## src/rtl/rpt_pkg.sv

```systemverilog
package rpt_pkg;
  localparam int PC_W  = 16;
  localparam int CNT_W = 9;
  localparam int LEN_W = 6;

  typedef logic [PC_W-1:0]  pc_t;
  typedef logic [CNT_W-1:0] cnt_t;
  typedef logic [LEN_W-1:0] len_t;

  // length of 0 counts as a single instruction
  function automatic len_t eff_len(input len_t l);
    return (l == '0) ? len_t'(1) : l;
  endfunction

  // first address of the block: two delay-slot instructions after the command
  function automatic pc_t block_start(input pc_t cmd_pc);
    return cmd_pc + pc_t'(3);
  endfunction

  function automatic pc_t block_last(input pc_t start, input len_t l);
    return start + pc_t'(eff_len(l)) - pc_t'(1);
  endfunction

  // loop-backs still owed after the first pass; 0 and 1 both give none
  function automatic cnt_t extra_passes(input cnt_t c);
    return (c == '0) ? '0 : c - cnt_t'(1);
  endfunction
endpackage

```

## src/rtl/rpt_window.sv

```systemverilog
module rpt_window
  import rpt_pkg::*;
(
  input  logic clk,
  input  logic rst_n,
  input  logic load,
  input  pc_t  cmd_pc,
  input  len_t cmd_len,
  input  pc_t  pc,
  output pc_t  start_pc,
  output logic at_last
);
  pc_t start_q, last_q;

  always_ff @(posedge clk) begin
    if (!rst_n) begin
      start_q <= '0;
      last_q  <= '0;
    end else if (load) begin
      start_q <= block_start(cmd_pc);
      last_q  <= block_last(block_start(cmd_pc), cmd_len);
    end
  end

  assign start_pc = start_q;
  assign at_last  = (pc == last_q);
endmodule

```

## src/rtl/rpt_tally.sv

```systemverilog
module rpt_tally
  import rpt_pkg::*;
(
  input  logic clk,
  input  logic rst_n,
  input  logic load,
  input  cnt_t load_val,
  input  logic dec,
  output cnt_t left,
  output logic none_left
);
  cnt_t left_q;

  always_ff @(posedge clk) begin
    if (!rst_n)    left_q <= '0;
    else if (load) left_q <= extra_passes(load_val);
    else if (dec)  left_q <= left_q - cnt_t'(1);
  end

  assign left      = left_q;
  assign none_left = (left_q == '0);
endmodule

```

## src/rtl/rpt_ctrl.sv

```systemverilog
module rpt_ctrl
  import rpt_pkg::*;
(
  input  logic             clk,
  input  logic             rst_n,
  input  logic [PC_W-1:0]  pc,
  input  logic             advance,
  input  logic             cmd_valid,
  input  logic [CNT_W-1:0] cmd_count,
  input  logic [LEN_W-1:0] cmd_len,
  output logic             pc_ovr_valid,
  output logic [PC_W-1:0]  pc_ovr,
  output logic             busy
);
  logic busy_q;
  logic ev_arm, ev_pass_end, ev_loop_back, ev_finish;
  logic at_last, none_left;
  pc_t  start_pc;
  cnt_t left;

  assign ev_arm       = cmd_valid && advance && !busy_q;
  assign ev_pass_end  = busy_q && advance && at_last;
  assign ev_loop_back = ev_pass_end && !none_left;
  assign ev_finish    = ev_pass_end && none_left;

  rpt_window u_window (
    .clk(clk), .rst_n(rst_n), .load(ev_arm), .cmd_pc(pc), .cmd_len(cmd_len),
    .pc(pc), .start_pc(start_pc), .at_last(at_last)
  );

  rpt_tally u_tally (
    .clk(clk), .rst_n(rst_n), .load(ev_arm), .load_val(cmd_count),
    .dec(ev_loop_back), .left(left), .none_left(none_left)
  );

  always_ff @(posedge clk) begin
    if (!rst_n)         busy_q <= 1'b0;
    else if (ev_arm)    busy_q <= 1'b1;
    else if (ev_finish) busy_q <= 1'b0;
  end

  assign busy         = busy_q;
  assign pc_ovr_valid = ev_loop_back;
  assign pc_ovr       = start_pc;
endmodule

```

## config.mk

```make
export PLATFORM = sky130hd
export DESIGN_NAME = rpt_ctrl
export DESIGN_NICKNAME = d
export VERILOG_FILES = /design/src/rtl/rpt_pkg.sv /design/src/rtl/rpt_window.sv /design/src/rtl/rpt_tally.sv /design/src/rtl/rpt_ctrl.sv
export SDC_FILE = /design/constraint.sdc
export NUM_CORES = 1
export LEC_CHECK = 0
export BUFFER_PORTS_ARGS = -buffer_cell sky130_fd_sc_hd__buf_2
export CORE_MARGIN = 2
export CORE_UTILIZATION = 50
export DETAILED_ROUTE_END_ITERATION = 12
export GPL_TIMING_DRIVEN = 0
export HOLD_SLACK_MARGIN = 0.03
export MAX_ROUTING_LAYER = met4
export PLACE_DENSITY = 0.72
export SYNTH_ARGS = -nofsm -noshare
export SYNTH_HDL_FRONTEND = slang
export SYNTH_SLANG_ARGS = --single-unit
export TNS_END_PERCENT = 20
```

## constraint.sdc

```tcl
create_clock -name clk -period 13 [get_ports clk]
set_input_delay 3.9 -clock clk [delete_from_list [all_inputs] [get_ports clk]]
set_output_delay 3.9 -clock clk [all_outputs]
set_load 0.01 [all_outputs]
```

# Word-level counts from Yosys, hierarchy flattened
# Cells that the tools add are included.
# totals
output_inout_bits,18
word_cells,29
input_bits,35
ff_bits,42
# op_classes
addsub,5
eq_ne,1
mux,6
n_reduce_logical,13
# op_table
op,count
$mux W9,3
$logic_not A9 Y1,2
$sub A9 B1 Y9 const B,2
$add A16 B2 Y16 const B,1
$add A16 B6 Y16,1
$eq A16 B16 Y1,1
$sub A16 B1 Y16 const B,1
$logic_and A1 B1 Y1,6
$logic_not A6 Y1,1
$mux W6,1
$reduce_bool A2 Y1,2
$logic_not A1 Y1,2
$mux W1,2

# Depth between registers and ports, before layout
# logic_depth
word_depth,5
depth_mapped,17
ltp_nobuf,15

# By module
# A second synthesis with hierarchy kept.
# hier_totals
cells_unflattened,389
hier_area_um2,3248.1
# by_module_without_submodules
mod,area_each_um2,cells_each,seq_area_each_um2,n_inst
rpt_window,2506.2,300,640.6,1
rpt_tally,684.4,82,180.2,1
rpt_ctrl,57.6,7,20.0,1

# Least setup slack after synthesis
# No wires, ideal clock.
# synth_timing
kind,input-to-output
from,in pc[2]
to,out pc_ovr_valid
path_stages,6
required_time_ns,9.100
slack_ns,4.026
arrival_ns,5.074
n_path_buf,2
path_cell_list,clkbuf_1 xor2_1 nor4_1 nand4_1 nor4bb_1 buf_6
# synth_via
elab_chain_len,3
# synth_lines
element,line,text
from (decl),rpt_ctrl.sv:6,"input logic [PC_W-1:0] pc,"
$eq A16 B16 Y1,rpt_window.sv:26,assign at_last = (pc == last_q);
$logic_and A1 B1 Y1,rpt_ctrl.sv:22,assign ev_pass_end = busy_q && advance && at_last;
$logic_and A1 B1 Y1,rpt_ctrl.sv:23,assign ev_loop_back = ev_pass_end && !none_left;
to (decl),rpt_ctrl.sv:11,"output logic pc_ovr_valid,"
# No other way between the ends.

# Final worst setup path
# layout_timing
from,in pc[0]
to,out pc_ovr_valid
# Same word-level chain as after synthesis.

==> flow_summary.ini <==
[timing]
tightestPinTransition_ps = 564
hold_viol_final = 0
worst_slack_ps = 3450
slew_viol_final = 0
finalCritPeriodShare_pct = 73.5
max_freq_mhz = 105
rsz0062_at_grt = no
fin_crit_ps = 9550
setup_tns_ps = 0
finClkSkew_ps = 7.80
setup_violations = 0
max_slew_margin_pct = 62.4

[yosys]
synth_async_sr_flop_share_pct = 0
netlist_area_sq_um = 3240
syn_nets = 463
synth_cells = 405
synth_top_flop_cell = dfxtp_1
synth_edf_count = 0
yosys_warnings = 0
ys_seq_area_share_pct = 26.0
ys_ff_latch = 42
syn_area_per_cell_sq_um = 7.99
synth.distinct_cells = 56

[critical_path]
critical_path_class = input port to output pin
cp_slowest_cell = clkbuf_1
crit_fanout = 9
cpMostUsedCell = buf_2
max_stage_delay_ps = 410
cp.required_ps = 9100
worstSetupEndpointType = output pin
path_cells = buf_2 -> clkbuf_1 -> xor2_1 -> nor4_1 -> nand4_1 -> nor4bb_1 -> buf_6 -> buf_2
startpoint_type = input port
arrival_ps = 5650

[global_routing]
grt_use_total_pct = 24.6
grt_overflow_total = 0
first_global_vias = 2859
grt_pass1_wl_um = 13500
grt_max_degree = 14
antenna_found_initial = 0

[clocking]
post_cts_resized = 0
postCtsHoldBufs = 0
clk_pin_slew_ps = 80
clock_latency_ps = 310
htreeDepth = 2
cts_setup_buffers = 0
clock_sinks = 42
numCtsBuffers = 5
root_buffer = clkbuf_8
cts_buffer_depth = 2
cts_tree = yes

[detailed_routing]
vias = 3107
first_pass_iters = 4
vias_per_cell = 5.75
drc_errors = 0
initialDrtViolationCount = 210
wirelength_um = 8480
antenna_left = 0
post_drt_wl_per_cell_um = 15.7

[final_layout]
fin_area_sq_um = 3690
area_growth_pct = 14.1
fillerInstances = 619
diodes = 0
final_layout_size_suffix_gt1_share_pct = 15.1
layout_common_cells = buf_2, nand2_1, dfxtp_1, inv_1, xor2_1
fin_nets = 520
mostFrequentLayoutCell = buf_2

[placed_design]
port-buffer-count = 50
dpl.hpwl_um = 6690
dpl_worst_slack_ps = 3490
globalplace.congestion = 0.939
placedInstanceArea_sq_um = 3580

[flow_run]
drv_cap = 0

[power]
ir_drop_v = 0.0000683
powerDensity_nw_per_um2 = 101
power_leakage_nw = 1.78

[floorplanning]
die_h_um = 84.5
num_rows = 29
initial_utilization_pct = 51.3
die_area_sq_um = 7130
pin_count = 53
die_x_um = 84.5
core_area_sq_um = 6310

[status]
status = finished clean

[hold_path]
hold_class = register to register
==> where the power goes <==
group | leakage, nW | total [mW] | switching, mW | internal, mW
registers | 0.345 | 0.146 | 0.00690 | 0.139
logic | 1.38 | 0.120 | 0.0679 | 0.0525
clock network | 0.0514 | 0.107 | 0.0492 | 0.0574
total | 1.78 | 0.373 | 0.124 | 0.248
==> metrics by stage <==
| stage | std cells | utilization, % | power (mW) | hold WS, ps |
|---|---|---|---|---|
| after floorplan | 405 | - | 0.233 | 454 |
| after global placement | 532 | 56.8 | 0.264 | 468 |
| after detailed placement | 532 | 56.8 | 0.267 | 474 |
| after CTS | 540 | 58.5 | 0.372 | 495 |
| after global routing | 540 | 58.5 | 0.391 | 521 |
| final | 540 | 58.5 | 0.373 | 492 |
==> critical path: cells and delay by family <==
| kind | cells | cell delay (ps) |
|---|---|---|
| buffers and inverters | 4 | 820 |
| and+or+nand+nor | 3 | 770 |
| xor gates and xnor gates | 1 | 160 |
==> worst paths after layout <==
check | startpoint | end | slack [ps] | cells past startpoint
max | pc[0] | pc_ovr_valid | 3450 | 8
min | u_window.last_q[1] | u_window.last_q[1] | 490 | 2
max reg2reg | u_tally.left[2] | u_tally.left[2] | 10540 | 9
min reg2reg | u_window.last_q[1] | u_window.last_q[1] | 490 | 2
==> logic make-up (layout without fill, tap and decap cells) <==
group                    Yosys count  in the layout  synth area share [%]
AO/OA/AOI/OAI                     92             92                  21.0
XOR/XNOR                          51             51                  13.8
adder cells (fa/ha/maj)           23             23                  9.12
buffers and inverters             53            111                  6.61
flip-flops                        42             42                  26.0
multiplexers                       3              3                 0.966
AND/OR/NAND/NOR                  141            141                  22.5
==> final cells by class <==
class | instances | area [sq um] | area share (%)
buffer | 20 | 90.1 | 2.44
clock buffer | 6 | 72.6 | 1.96
clock inverter | 2 | 37.5 | 1.02
inverter | 33 | 124 | 3.35
multi-input combinational | 310 | 2180 | 59.1
sequential | 42 | 841 | 22.8
tap | 77 | 96.3 | 2.61
timing repair buffer | 50 | 250 | 6.78
==> metal layers <==
| layer | vias up | part of all wire [%] | global-route usage (%) |
|---|---|---|---|
| li1 | 1530 | - | - |
| met1 | 1463 | 46 | 32.9 |
| met5 | - | 0 | - |
| met2 | 99 | 46 | 38.7 |
| met3 | 15 | 5.4 | 3.15 |
| met4 | 0 | 2.4 | 8.08 |
==> synthesized netlist by cell type (9+ instances only) <==
| master | count | area (sq um) |
|---|---|---|
| a21oi_1 | 17 | 85.1 |
| and2_1 | 9 | 56.3 |
| clkbuf_1 | 16 | 60.1 |
| dfxtp_1 | 42 | 841 |
| ha_1 | 22 | 275 |
| inv_1 | 33 | 124 |
| nand2_1 | 44 | 165 |
| nand3_1 | 12 | 60.1 |
| nand4_1 | 9 | 56.3 |
| nor2_1 | 23 | 86.3 |
| nor3_1 | 10 | 50.1 |
| o211a_1 | 18 | 180 |
| o21ai_0 | 15 | 75.1 |
| xnor2_1 | 22 | 193 |
| xor2_1 | 29 | 254 |
==> flip-flops by register name, indices dropped and copies added (netlist names) <==
name,cells
busy,1
u_window.last_q,16
u_window.start_pc,16
u_tally.left,9
(Power assumes the default switching activity.)
